File: src/rtl/irq_lvl_pkg.sv
package irq_lvl_pkg;
  // strobes from the control FSM to the datapath
  typedef struct packed {
    logic take;     // accept the current level
    logic cntClr;   // clear acknowledge timer
    logic cntInc;   // advance acknowledge timer
    logic vecDev;   // load vector from device answer
    logic vecSpur;  // load spurious vector
  } ctrlStrb_t;

  typedef enum logic {ST_IDLE = 1'b0, ST_ACK = 1'b1} ackState_t;
endpackage

File: src/rtl/irq_lvl_dp.sv
module irq_lvl_dp
  import irq_lvl_pkg::*;
#(
  parameter int LVL_W = 3,
  parameter int VEC_W = 8,
  parameter int TIMEOUT = 16,
  parameter logic [VEC_W-1:0] UNINIT_VEC = 8'h0F,
  parameter logic [VEC_W-1:0] SPUR_VEC = 8'd24
) (
  input  logic clk,
  input  logic rstN,
  input  logic [(2**LVL_W)-2:0] devReq,
  input  logic maskLoad,
  input  logic [LVL_W-1:0] maskData,
  input  logic respUninit,
  input  logic [VEC_W-1:0] respVec,
  input  ctrlStrb_t strb,
  output logic accept,
  output logic timeoutHit,
  output logic [LVL_W-1:0] iplN,
  output logic [LVL_W-1:0] maskOut,
  output logic [LVL_W-1:0] iackLevel,
  output logic vecValid,
  output logic [VEC_W-1:0] vecNum
);
  localparam int NUM_REQ = (2**LVL_W) - 1;
  localparam int CNT_W = (TIMEOUT > 2) ? $clog2(TIMEOUT) : 1;
  localparam logic [LVL_W-1:0] TOP_LVL = {LVL_W{1'b1}};
  localparam logic [CNT_W-1:0] CNT_LAST = CNT_W'(TIMEOUT - 1);

  logic [LVL_W-1:0] encLvl, levelQ, prevLvlQ, maskQ, ackLvlQ;
  logic nmiPendQ, nmiEdge;
  logic [CNT_W-1:0] cntQ;
  logic [VEC_W-1:0] vecQ;
  logic vecValidQ;

  // priority encoder: highest set request wins
  always_comb begin
    encLvl = '0;
    for (int i = 0; i < NUM_REQ; i++) begin
      if (devReq[i]) encLvl = LVL_W'(i + 1);
    end
  end

  assign nmiEdge = (levelQ == TOP_LVL) && (prevLvlQ != TOP_LVL);
  assign accept = (levelQ > maskQ) ||
                  ((levelQ == TOP_LVL) && (nmiPendQ || nmiEdge));
  assign timeoutHit = (cntQ == CNT_LAST);

  always_ff @(posedge clk or negedge rstN) begin
    if (!rstN) begin
      levelQ <= '0;
      prevLvlQ <= '0;
      nmiPendQ <= 1'b0;
      maskQ <= TOP_LVL;
      ackLvlQ <= '0;
    end else begin
      levelQ <= encLvl;
      prevLvlQ <= levelQ;
      if (strb.take && levelQ == TOP_LVL) nmiPendQ <= 1'b0;
      else if (nmiEdge) nmiPendQ <= 1'b1;
      if (strb.take) begin
        maskQ <= levelQ;
        ackLvlQ <= levelQ;
      end else if (maskLoad) begin
        maskQ <= maskData;
      end
    end
  end

  always_ff @(posedge clk or negedge rstN) begin
    if (!rstN) begin
      cntQ <= '0;
      vecQ <= '0;
      vecValidQ <= 1'b0;
    end else begin
      if (strb.cntClr) cntQ <= '0;
      else if (strb.cntInc) cntQ <= cntQ + 1'b1;
      vecValidQ <= strb.vecDev || strb.vecSpur;
      if (strb.vecDev) vecQ <= respUninit ? UNINIT_VEC : respVec;
      else if (strb.vecSpur) vecQ <= SPUR_VEC;
    end
  end

  assign iplN = ~levelQ;
  assign maskOut = maskQ;
  assign iackLevel = ackLvlQ;
  assign vecValid = vecValidQ;
  assign vecNum = vecQ;

  // the mask takes the accepted level
  p_mask_raise_r5: assert property (@(posedge clk) disable iff (!rstN)
    strb.take |=> maskQ == $past(levelQ));
  // acceptance only above mask or at the top level
  p_accept_gate_r3: assert property (@(posedge clk) disable iff (!rstN)
    strb.take |-> ((levelQ > maskQ) || (levelQ == TOP_LVL)));
  // timer never runs past its last count
  p_timer_bound_r8: assert property (@(posedge clk) disable iff (!rstN)
    cntQ <= CNT_LAST);
  // vector strobe lasts a single cycle
  p_vec_pulse_r6: assert property (@(posedge clk) disable iff (!rstN)
    vecValidQ |=> !vecValidQ);
endmodule

File: src/rtl/irq_lvl_ctrl.sv
module irq_lvl_ctrl
  import irq_lvl_pkg::*;
(
  input  logic clk,
  input  logic rstN,
  input  logic accept,
  input  logic respValid,
  input  logic timeoutHit,
  output ctrlStrb_t strb,
  output logic iackActive
);
  ackState_t stateQ, stateD;

  always_comb begin
    stateD = stateQ;
    strb = '0;
    unique case (stateQ)
      ST_IDLE: begin
        if (accept) begin
          strb.take = 1'b1;
          strb.cntClr = 1'b1;
          stateD = ST_ACK;
        end
      end
      ST_ACK: begin
        if (respValid) begin
          strb.vecDev = 1'b1;
          stateD = ST_IDLE;
        end else if (timeoutHit) begin
          strb.vecSpur = 1'b1;
          stateD = ST_IDLE;
        end else begin
          strb.cntInc = 1'b1;
        end
      end
      default: stateD = ST_IDLE;
    endcase
  end

  always_ff @(posedge clk or negedge rstN) begin
    if (!rstN) stateQ <= ST_IDLE;
    else stateQ <= stateD;
  end

  assign iackActive = (stateQ == ST_ACK);

  // an acknowledge cycle only opens after an accepted level
  p_ack_open_r5: assert property (@(posedge clk) disable iff (!rstN)
    $rose(iackActive) |-> $past(accept));
  // a vector is only produced while acknowledging
  p_vec_in_ack_r9: assert property (@(posedge clk) disable iff (!rstN)
    (strb.vecDev || strb.vecSpur) |=> !iackActive);
endmodule

File: src/rtl/irq_level_ctrl.sv
module irq_level_ctrl
  import irq_lvl_pkg::*;
#(
  parameter int LVL_W = 3,
  parameter int VEC_W = 8,
  parameter int TIMEOUT = 16,
  parameter logic [VEC_W-1:0] UNINIT_VEC = 8'h0F,
  parameter logic [VEC_W-1:0] SPUR_VEC = 8'd24
) (
  input  logic clk,
  input  logic rstN,
  input  logic [(2**LVL_W)-2:0] devReq,
  input  logic maskLoad,
  input  logic [LVL_W-1:0] maskData,
  input  logic respValid,
  input  logic respUninit,
  input  logic [VEC_W-1:0] respVec,
  output logic [LVL_W-1:0] iplN,
  output logic [LVL_W-1:0] maskOut,
  output logic iackActive,
  output logic [LVL_W-1:0] iackLevel,
  output logic vecValid,
  output logic [VEC_W-1:0] vecNum
);
  ctrlStrb_t strb;
  logic accept, timeoutHit;

  irq_lvl_ctrl u_ctrl (
    .clk(clk), .rstN(rstN), .accept(accept), .respValid(respValid),
    .timeoutHit(timeoutHit), .strb(strb), .iackActive(iackActive)
  );

  irq_lvl_dp #(
    .LVL_W(LVL_W), .VEC_W(VEC_W), .TIMEOUT(TIMEOUT),
    .UNINIT_VEC(UNINIT_VEC), .SPUR_VEC(SPUR_VEC)
  ) u_dp (
    .clk(clk), .rstN(rstN), .devReq(devReq), .maskLoad(maskLoad),
    .maskData(maskData), .respUninit(respUninit), .respVec(respVec),
    .strb(strb), .accept(accept), .timeoutHit(timeoutHit), .iplN(iplN),
    .maskOut(maskOut), .iackLevel(iackLevel), .vecValid(vecValid),
    .vecNum(vecNum)
  );
endmodule

File: config.mk
export PLATFORM = sky130hd
export DESIGN_NAME = irq_level_ctrl
export DESIGN_NICKNAME = d
export VERILOG_FILES = /design/src/rtl/irq_lvl_pkg.sv /design/src/rtl/irq_lvl_dp.sv /design/src/rtl/irq_lvl_ctrl.sv /design/src/rtl/irq_level_ctrl.sv
export SDC_FILE = /design/constraint.sdc
export NUM_CORES = 1
export LEC_CHECK = 0
export BUFFER_PORTS_ARGS = -buffer_cell sky130_fd_sc_hd__clkbuf_2
export CORE_ASPECT_RATIO = 0.6
export CORE_MARGIN = 2
export CORE_UTILIZATION = 52
export DETAILED_ROUTE_END_ITERATION = 16
export HOLD_SLACK_MARGIN = 0.15
export PLACE_DENSITY = 0.92
export SLEW_MARGIN = 0
export SYNTH_ARGS = -nofsm -noshare
export SYNTH_HDL_FRONTEND = slang
export SYNTH_SLANG_ARGS = --single-unit
File: constraint.sdc
create_clock -name clk -period 3.7 [get_ports clk]
set_clock_uncertainty 0.1 [all_clocks]
set_input_delay 0.185 -clock clk [delete_from_list [all_inputs] [get_ports clk]]
set_output_delay 0.185 -clock clk [all_outputs]
set_load 0.01 [all_outputs]
; ---- Yosys cells after proc, flatten, opt, wreduce, memory -nomap -nowiden
; Cells that the tools add are included.
[totals]
regBits = 27
latchBits = 0
mem_bits_rw = 0
rom_bits = 0
input_bits = 23
wordCells = 52
mem_count = 0
[op_classes]
n_addsub = 1
n_mul = 0
div_mod_pow = 0
magnitude_cmp = 1
n_eq_ne = 3
n_shift = 0
mux = 26
bitwise_logic = 2
reduce_logical = 10
[op_table]
columns = op, n
row1 = $mux 3, 9
row2 = $mux 8, 3
row3 = $mux 1, 9
row4 = $mux 4, 2
row5 = $reduce_bool 2->1, 4
row6 = $add 4x1->4 const B, 1
row7 = $eq 4x4->1 const B, 1
row8 = $mux 2, 2
row9 = $eq 3x3->1 const B, 1
row10 = $gt 3x3->1, 1
row11 = $logic_and 1x1->1, 3
row12 = $logic_or 1x1->1, 3
row13 = $ne 3x3->1 const B, 1
row14 = $not 3->3, 1
row15 = $pmux 1 s2, 1
row16 = $not 1->1, 1

; ---- Depth between registers and ports, before layout
; Gate-level depths: netlist of the first run.
[logic_depth]
word_depth = 9
depth_mapped = 7
mapped_depth_nobuf = 6

; ---- Hierarchy
; A second synthesis of the first run with hierarchy kept.
[hier_totals]
cells_unflattened = 110
hier_area_um2 = 1193.6
[modules_own_cells]
columns = module, instances, cells_each, area_each_um2
row1 = irq_lvl_dp, 1, 103, 1118.6
row2 = irq_lvl_ctrl, 1, 7, 75.1

; ---- Worst setup path before layout of the first run
; Ideal clock, no wire load.
[synth_timing]
kind = reg2reg
start = register u_dp.maskQ[2] (netlist: u_dp.maskOut[2])
end = register u_dp.ackLvlQ[1] (netlist: u_dp.iackLevel[1])
arrival_time_ns = 1.837
t_required_ns = 3.475
slack_ns = 1.638
stages_incl_launch_ff = 8
n_path_buf = 1
synth_period_minus_slack_ns = 2.062
cell_sequence = dfstp_2 -> inv_1 -> ha_1 -> nor2b_4 -> a221oi_2 -> o32ai_2 -> buf_6 -> mux2_4
[synth_via]
elab_chain_cells = 4
[synth_rtl]
columns = item, line
row1 = start: declaration, irq_lvl_dp.sv:31  ; logic [LVL_W-1:0] encLvl, levelQ, prevLvlQ, maskQ, ackLvlQ;
row2 = start signal: assignment, irq_lvl_dp.sv:63  ; maskQ <= levelQ;
row3 = start signal: assignment, irq_lvl_dp.sv:66  ; maskQ <= maskData;
row4 = $gt 3x3->1, irq_lvl_dp.sv:46  ; assign accept = (levelQ > maskQ) ||
row5 = $logic_or 1x1->1, irq_lvl_dp.sv:46
row6 = $mux 2, irq_lvl_ctrl.sv:19  ; if (accept) begin
row7 = $mux 2, irq_lvl_ctrl.sv:17  ; unique case (stateQ)
row8 = end signal: assignment, irq_lvl_dp.sv:64  ; ackLvlQ <= levelQ;
row9 = end: declaration, irq_lvl_dp.sv:31
; Every way passes these cells.
; A chain may end at the register's enable or synchronous reset.

; ---- Worst setup path after layout of the first run
[layout_timing]
start = register u_dp.maskQ[2] (netlist: u_dp.maskOut[2])
end = register u_dp.ackLvlQ[0] (netlist: u_dp.iackLevel[0])
; Same word-level chain as after synthesis.

==> flow_summary.yaml, run 1 <==
synthesis:
  synth_top_family_by_area: "simple AND/OR/NAND/NOR gates"
  synth_seq_area_share_pct: 56.68
  synth_area_per_cell_um2: 11.64
  yosys.area_share.xor_xnor_pct: 0.7307
  synth_mux_area_share_pct: 8.455
  netlist_instances: 103
  synth_fa_ha_area_share_pct: 4.175
  synthSimpleGateAreaFrac_pct: 13.26
  yosysUniqueCellTypes: 28
  yosysWarnings: 0
  ys_seq_elements: 27
  synth_compound_area_share_pct: 13.15
  postSynthNetCount: 130
  synth_area_um2: 1199
timing:
  slew_headroom_pct: 40.11
  tightest_slew_ns: 0.8983
  setup_violations: 0
  min_period_ns: 2.347
  drv_slew: 0
  hold_viol_final: 0
  fin_ws_ns: 1.353
  finalSetupTns_ns: 0
  period_share_pct: 63.44
  rsz0062_at_grt: "no"
  fmax_mhz: 426.0
finish:
  fillers: 142
  final_cell_mix: "clkbuf_2 (41), dfrtp_1 (24), dlygate4sd3_1 (17), nor2_1 (10), nand2_1 (10)"
  areaGrowthSynthToFinish_pct: 36.95
  drive_above_1_share_pct: 33.74
  antennaDiodeCount: 0
  final_nets: 191
  final_common_cell: "clkbuf_2"
cts:
  cts_max_level: 1
  cts-resized-gates: 0
  clock_path_buffers: 2
  cts_tree: "built"
  cts-root-buf: "clkbuf_8"
  cts_sinks: 27
  holdBufCountCts: 17
  cts_setup_buffers: 0
  path_clk_slew_ns: 0.10
  cts_buffers: 3
  clock_latency_ns: 0.28
grt:
  grt-ovfl-total: 0
  grt_pass1_wl_um: 4554
  grt_pass1_vias: 958
  grt_max_degree: 28
  antenna_found_initial: 0
  grt_usage_pct: 25.00
die:
  die_y_um: 41.19
  die_w_um: 65.98
  start_util_pct: 54.99
  die-area_um2: 2718
  design.core.area_um2: 2180
  io_pins: 42
  rows: 13
drt:
  vias: 1040
  drt-total-wl_um: 3153
  drt_iter0_drc: 28
  drc: 0
  antenna_left: 0
  via_per_inst: 5.389
  wl_per_cell_um: 16.34
  dr.pass1.iters: 4
place:
  dpl.hpwl_um: 2195
  gp_congestion: 0.8326
  dp_slack_ns: 1.373
  io_buffers: 41
worst_setup_path:
  r2r-end: "u_dp.iackLevel[0]"
  critPathLaunchType: "flip-flop"
  reg2reg_from: "u_dp.maskOut[2]"
  setup.worst_path.class: "reg -> reg"
  required_ns: 3.77
  rr_worst_depth: 6
  path_max_fanout: 11
  r2r_setup_slack_ns: 1.35
  end_kind: "flip-flop"
  critPathArrivalTime_ns: 2.42
run:
  drv_cap: 0
worst_hold_path:
  hold_depth: 3
  worst_hold_path.endpoint: "u_dp.vecNum[4]"
  hold_class: "in -> reg"
  worstHoldStart: "respVec[4]"
pwr:
  powerDensity_nw_per_um2: 691.2
  ir_worst_vdd_uv: 390.6
  totalPowerFinal_mw: 1.135
  p_leak_nw: 0.8408
status:
  status: "complete, no violations"
[how the worst max path moves through the flow]
stage                    startpoint                 to  slack (ns)  depth (start not counted)
floorplan           u_dp.maskOut[2]  u_dp.iackLevel[1]        1.64                          7
global placement    u_dp.maskOut[2]  u_dp.iackLevel[0]        1.51                          5
detailed placement  u_dp.maskOut[2]  u_dp.iackLevel[0]        1.37                          6
CTS                 u_dp.maskOut[2]  u_dp.iackLevel[0]        1.36                          6
global route        u_dp.maskOut[2]  u_dp.iackLevel[0]        1.26                          6
finish              u_dp.maskOut[2]  u_dp.iackLevel[0]        1.35                          6
[sequential cells by signal, indices dropped and copies added (netlist names)]
name	count
u_dp.vecValid	1
u_dp.nmiPendQ	1
u_dp.vecNum	8
u_dp.iackLevel	3
u_dp.levelQ	3
u_dp.prevLvlQ	3
u_ctrl.iackActive	1
u_dp.maskOut	3
u_dp.cntQ	4
[cells by family after synthesis]
kind of cell / count (synthesis)
fa+ha+maj: 4
xor+xnor: 1
mux: 9
compound gates: 20
simple gates: 33
flops: 27
buf+inv: 9
[where the power goes]
group / switching [mW] / internal (mW)
registers: 0.0825 / 0.409
clock network: 0.0952 / 0.0756
logic: 0.247 / 0.226
[layout make-up]
type                       count  area, um2  share of cell area, %
clock buffer                   3      41.29                  2.515
tap                           30      37.54                  2.287
sequential                    27      679.4                  41.39
inverter                       7      26.28                  1.601
timing repair buffer          58      375.4                  22.87
clock inverter                 1      5.005                 0.3049
multi-input combinational     67      476.7                  29.04
[stage by stage]
stage	cell area [um2]	instances	hold slack [ns]	utilization, %
finish	1642	193	0.1792	75.32
global route	1642	193	0.1882	75.32
CTS	1642	193	0.1645	75.32
detailed placement	1425	172	0.1402	65.38
global placement	1425	172	0.1315	65.38
floorplan	1199	103	-0.2106	-
[routing by layer]
metal / vias to the layer above / part of all wire (%) / global-route usage (%)
li1: 476 / - / -
met1: 504 / 40 / 29.86
met2: 50 / 51 / 43.94
met3: 10 / 5.7 / 7.143
met4: 0 / 3.3 / 11.73
met5: - / 0 / 0
[cells in the mapped netlist, drive strengths merged]
cell type  number  share of area (%)
dfstp           3                6.6
a21oi           1               0.42
xor2            1               0.73
nor2b           5                3.2
nor2           10                3.1
nand3           4                1.7
buf             2                1.4
mux2            3                3.4
o32a            1               0.84
dfrtp          24                 50
nand2b          3                1.6
o21ai           6                2.5
mux2i           6                5.0
o211ai          1               0.63
a31o            1               0.73
a22o            3                2.2
ha              4                4.2
o32ai           1                1.4
a221oi          1                1.3
o22a            2                1.5
and3            1               0.52
inv             7                2.2
nand2          10                3.1
o21bai          2                1.3
a31oi           1               0.52
[critical path: stages, from the launching register on]
cell,delay (ns)
dfstp_2,0.55
inv_1,0.05
ha_1,0.35
nor2b_4,0.19
a221oi_2,0.08
o32ai_2,0.51
mux2_2,0.42
Power figures use the tool's default switching activity.
==> run 2: changes to the inputs <==
Settings changed: ABC_AREA from default to 1, CORE_UTILIZATION 52 to 48, PLACE_DENSITY 0.92 to 0.86.
Clock period 3.7 ns to 2.5 ns, I/O delays scaled along.
==> run 2 against run 1 <==
  * First-iteration DRC count rose to 2.5 times the previous value
  * Register-to-register slack worse by 0.94 ns
  * Worst hold slack better by 0.025 ns
  * Critical path type is now in -> reg
  * Critical path depth up 2
  * Sequential power up 48%
  * Via count up 14%
  * Flip-flop and latch count unchanged
  * Sequential share of layout area down 3.0 points
  * Combinational power up 65%
==> flow_summary.yaml, run 2 <==
status:
  status: "complete, no violations"
finish:
  regArea_um2: 679.4
  largest_reg_flops: 8
  final_cell_mix: "clkbuf_2 (41), dlygate4sd3_1 (27), nand2_1 (24), dfrtp_1 (24), inv_1 (15)"
  final_common_cell: "clkbuf_2"
  antennaDiodeCount: 0
  multi_input_comb_area_um2: 466.7
  drive_above_1_share_pct: 32.12
  fin_cells: 225
  fillers: 155
  final_nets: 221
  areaGrowthSynthToFinish_pct: 44.54
synthesis:
  yosys.area_share.xor_xnor_pct: 1.430
  synth_top_family_by_area: "simple AND/OR/NAND/NOR gates"
  yosysUniqueCellTypes: 28
  synth_seq_area_share_pct: 55.46
  synth_top_cells_by_area: "dfrtp_1 (49%), nand2_1 (7.4%), dfstp_2 (6.4%)"
  synth_edf_count: 0
  synthSimpleGateAreaFrac_pct: 18.18
  ys_async_sr_fraction_pct: 100.0
  synth_compound_area_share_pct: 13.48
  synth_area_per_cell_um2: 10.04
  ys_seq_elements: 27
  netlist_instances: 122
  synth_area_um2: 1225
  synth_fa_ha_area_share_pct: 4.086
  yosysWarnings: 0
  synth_mux_area_share_pct: 0.9193
  ys_top_cells_by_count: "dfrtp_1 (24), nand2_1 (24), inv_1 (15)"
  synthFlopType: "dfrtp_1"
  postSynthNetCount: 149
  yosysTopAreaCellShare_pct: 49.03
  synth_top_area_cell: "dfrtp_1"
timing:
  rsz0062_at_grt: "no"
  period_share_pct: 83.97
  slew_headroom_pct: 56.56
  min_period_ns: 2.099
  finalSetupTns_ns: 0
  hold_viol_final: 0
  fmax_mhz: 476.4
  drv_slew: 0
  setup_violations: 0
  tightest_slew_ns: 0.6516
worst_hold_path:
  worstHoldStart: "maskLoad"
  hold_class: "in -> reg"
  hold_depth: 4
worst_setup_path:
  reg2reg_from: "u_dp.cntQ[0]"
  timing.critical_path.mode_cell: "dlygate4sd3_1"
  crit_chain: "dlygate4sd3_1, clkbuf_2, nand2_1, dlygate4sd3_1, o21ai_0, dlygate4sd3_1, nand2_1, o21ai_2"
  end_kind: "flip-flop"
  critPathLaunchType: "input pin"
  crit_start: "maskData[2]"
  rr_worst_depth: 7
  cp.depth: 8
  cpLargestDelayFamily: "buffers and inverters"
  critPathArrivalTime_ns: 2.20
  cpPeakStageDelay_ns: 0.57
  path_max_fanout: 1
  worst-path-buf-inv: 4
  cp_slowest_cell: "dlygate4sd3_1"
  setup.worst_path.class: "in -> reg"
  required_ns: 2.60
grt:
  grt_usage_pct: 25.92
  grt_pass1_vias: 1225
  grt-ovfl-total: 0
  grt_pass1_wl_um: 5796
  antenna_found_initial: 0
  grt_max_degree: 28
die:
  die_w_um: 69.22
  design.core.area_um2: 2470
  start_util_pct: 49.59
  die-area_um2: 2985
  die_y_um: 43.13
  rows: 14
  io_pins: 42
cts:
  cts_max_level: 1
  cts-resized-gates: 0
  cts_tree: "built"
  cts-root-buf: "clkbuf_8"
  cts_buffers: 3
  clock_path_buffers: 2
  cts_sinks: 27
  clock_latency_ns: 0.27
  path_clk_slew_ns: 0.08
drt:
  via_per_inst: 5.271
  antenna_left: 0
  drt_iter0_drc: 71
  vias: 1186
  dr.pass1.iters: 4
  drc: 0
  drt-total-wl_um: 3521
  wl_per_cell_um: 15.65
pwr:
  powerDensity_nw_per_um2: 986.0
  totalPowerFinal_mw: 1.746
  ir_worst_vdd_uv: 479.8
  p_leak_nw: 0.9160
place:
  dpl.hpwl_um: 2019
  io_buffers: 41
  dp_cells: 194
  gp_congestion: 0.7591
run:
  drv_cap: 0
-- run 2: changes by cell type in the layout (fill, tap and decap cells not counted), moves of 3 or more --
cell,delta
o21ai_0,+3
mux2i_1,-6
inv_1,+8
nor2_1,-8
nand2_2,+3
dlygate4sd3_1,+10
nor2b_1,-4
nand2_1,+14
nand2b_1,-3
o21ai_2,+4
nand3_1,+7
a22o_1,-3
a32o_1,+3
-- run 2: per-stage QoR --
stage          utilization (%)  hold slack (ns)  cell area [um2]  worst slack, ns
6_report                 71.68           0.2040             1770           0.4008
5_1_grt                  71.68           0.2091             1770           0.3081
4_1_cts                  71.68           0.1879             1770           0.4551
3_5_place_dp             58.92          0.08131             1455           0.7295
3_3_place_gp             58.92          0.06852             1455           0.8418
2_1_floorplan                -          -0.2706             1225           0.8014
-- run 2: path summary, 6_finish.rpt --
path | to | slack (ns)
worst max register to register | u_dp.vecNum[3] | 0.41
worst min register to register | u_dp.prevLvlQ[2] | 0.35
min in group asynchronous | u_dp.iackLevel[1] | 0.32
max in group asynchronous | u_dp.cntQ[2] | 1.57
worst min-delay path | u_dp.maskOut[0] | 0.20
worst max-delay path | u_dp.maskOut[2] | 0.40
-- run 2: what timing repair did --
action,CTS,global route
buffers inserted,0,0
hold buffers,27,0
setup endpoints to repair,0,0
hold endpoints to repair,39,0
-- run 2: layout make-up --
cell class / count / area share (%)
clock buffers: 4 / 2.544
repair buffers: 68 / 26.86
well taps: 32 / 2.261
multi-input cells: 77 / 26.36
inverters: 17 / 3.604
flip-flops and latches: 27 / 38.37
-- run 2: power by group --
part / switching [mW] / total (mW) / internal, mW
combinational: 0.458 / 0.780 / 0.323
sequential: 0.116 / 0.728 / 0.612
clock: 0.123 / 0.237 / 0.114
total: 0.697 / 1.75 / 1.05
-- run 2: worst min-delay path, cell delays in order --
cell and delay (ns):
clkbuf_2 0.13, mux2_2 0.17, nand2_1 0.05, o21ai_0 0.07
-- run 2: per-layer routing --
| metal | up-vias | GRT usage [%] | part of all wire, % |
|---|---|---|---|
| li1 | 546 | - | - |
| met1 | 553 | 31.17 | 39 |
| met2 | 69 | 46.92 | 50 |
| met3 | 18 | 5.701 | 7.2 |
| met4 | 0 | 8.627 | 3.5 |
| met5 | - | 0 | 0 |
-- run 2: kinds of logic (layout without fill, tap and decap cells) --
kind of cell    Yosys count  count (layout)
compound gates           24              24
buf+inv                  18              89
simple gates             46              46
flops                    27              27
mux                       1               1
xor+xnor                  2               2
fa+ha+maj                 4               4
==> run 3: changes to the inputs <==
Settings changed: CORE_UTILIZATION 48 to 44, PLACE_DENSITY 0.86 to 0.83.
Clock period 2.5 ns to 1.9 ns, I/O delays scaled along.
==> run 3 against run 2 <==
  * Power increased by 30%
  * Clock-buffer cell count unchanged
  * Sequential power increased by 32%
  * Non-clock buffer count unchanged
  * Critical path type is now reg -> reg
==> flow_summary.yaml, run 3 (synthesis results as in run 2) <==
grt:
  grt-ovfl-total: 0
  grt_pass1_vias: 1149
  grt_pass1_wl_um: 5271
  antenna_found_initial: 0
  grt_max_degree: 28
  grt_usage_pct: 22.04
drt:
  wl_per_cell_um: 14.63
  via_per_inst: 5.102
  drt_iter0_drc: 85
  drt-total-wl_um: 3291
  vias: 1148
  drc: 0
  antenna_left: 0
  dr.pass1.iters: 4
place:
  io_buffers: 41
  gp_congestion: 0.7206
  dpl.hpwl_um: 2125
worst_setup_path:
  critPathLaunchType: "flip-flop"
  critPathArrivalTime_ns: 1.89
  setup.worst_path.class: "reg -> reg"
  path_max_fanout: 19
  reg2reg_from: "u_dp.maskOut[2]"
  crit_start: "u_dp.maskOut[2]"
  end_kind: "flip-flop"
  required_ns: 2.01
timing:
  min_period_ns: 1.783
  period_share_pct: 93.83
  slew_headroom_pct: 57.32
  finalSetupTns_ns: 0
  rsz0062_at_grt: "no"
  tightest_slew_ns: 0.6401
  fmax_mhz: 560.9
  drv_slew: 0
  setup_violations: 0
  hold_viol_final: 0
cts:
  cts-root-buf: "clkbuf_8"
  cts_sinks: 27
  cts_max_level: 1
  path_clk_slew_ns: 0.08
  cts_setup_buffers: 0
  clock_path_buffers: 2
  cts_tree: "built"
  cts_buffers: 3
  clock_latency_ns: 0.27
pwr:
  pwr-share-comb_pct: 43.6
  pwr-share-seq_pct: 42.4
  powerDensity_nw_per_um2: 1278
  totalPowerFinal_mw: 2.263
  p_leak_nw: 0.9155
  ir_worst_vdd_uv: 578.2
  clockPowerShare_pct: 14.0
  internal_power_mw: 1.359
  p_sw_share_pct: 39.94
  p_sw_mw: 0.9037
finish:
  drive_above_1_share_pct: 32.12
  final_cell_mix: "clkbuf_2 (41), dlygate4sd3_1 (27), nand2_1 (24), dfrtp_1 (24), inv_1 (15)"
  final_common_cell: "clkbuf_2"
  antennaDiodeCount: 0
  final_nets: 221
  largest_reg_flops: 8
  areaGrowthSynthToFinish_pct: 44.54
die:
  die_y_um: 44.87
  io_pins: 42
  start_util_pct: 47.57
  die-area_um2: 3236
  die_w_um: 72.12
  design.core.area_um2: 2575
  rows: 14
run:
  drv_cap: 0
status:
  status: "complete, no violations"
worst_hold_path:
  hold_class: "in -> async"
run 3: stage by stage:
stage               std cells  utilization (%)  worst slack, ns  hold WS [ns]  instance area [um2]
finish                    225            68.76           0.1172        0.2811                 1770
global route              225            68.76          0.01971        0.3580                 1770
CTS                       225            68.76           0.1253        0.2945                 1770
detailed placement        194            56.51           0.1415       0.04513                 1455
global placement          194            56.51           0.2396       0.03640                 1455
floorplan                 122                -           0.2014       -0.3006                 1225
run 3: worst max-delay path, stage by stage, from the launching register on:
cell,delay [ns]
dfstp_2,0.54
inv_1,0.05
ha_1,0.34
a21oi_2,0.13
nand2_1,0.05
nand2_1,0.06
nand2_2,0.07
nand2_4,0.19
nand3_1,0.10
nand2_1,0.09
run 3: path summary, 6_finish.rpt:
path                               endpoint  slack (ns)  depth (start not counted)
setup / recovery               u_dp.cntQ[1]        0.12                          9
hold / removal               u_dp.levelQ[0]        0.28                          2
setup reg to reg               u_dp.cntQ[1]        0.12                          9
hold reg to reg            u_dp.prevLvlQ[0]        0.38                          0
max in group asynchronous  u_dp.prevLvlQ[2]        1.01                          2
min in group clk           u_dp.prevLvlQ[0]        0.38                          0
run 3: power by group through the flow:
stage / clock (mW) / combinational [mW] / sequential, mW
2_1_floorplan: 0 / 0.538 / 1.01
6_report: 0.316 / 0.986 / 0.960
3_3_place_gp: 0 / 0.833 / 0.933
4_1_cts: 0.320 / 0.962 / 0.948
3_5_place_dp: 0 / 0.898 / 0.957
5_1_grt: 0.339 / 1.08 / 0.979
run 3: area by class of cell:
type | instances | area, um2
inverters | 17 | 63.81
repair buffers | 68 | 475.5
fillers | 186 | 804.5
flip-flops and latches | 27 | 679.4
multi-input cells | 77 | 466.7
clock buffers | 4 | 45.04
well taps | 32 | 40.04
run 3: layer usage:
layer | track usage, % | vias up | routed length (um)
met5 | 0 | - | 0
met4 | 8.302 | 0 | 57
met3 | 4.464 | 6 | 133
met2 | 38.53 | 31 | 1677
met1 | 27.72 | 565 | 1422
li1 | - | 546 | -
run 3: repair_timing:
action,CTS,global route
resized for setup,0,0
hold buffers,27,0
setup endpoints to repair,0,0
hold endpoints to repair,43,0
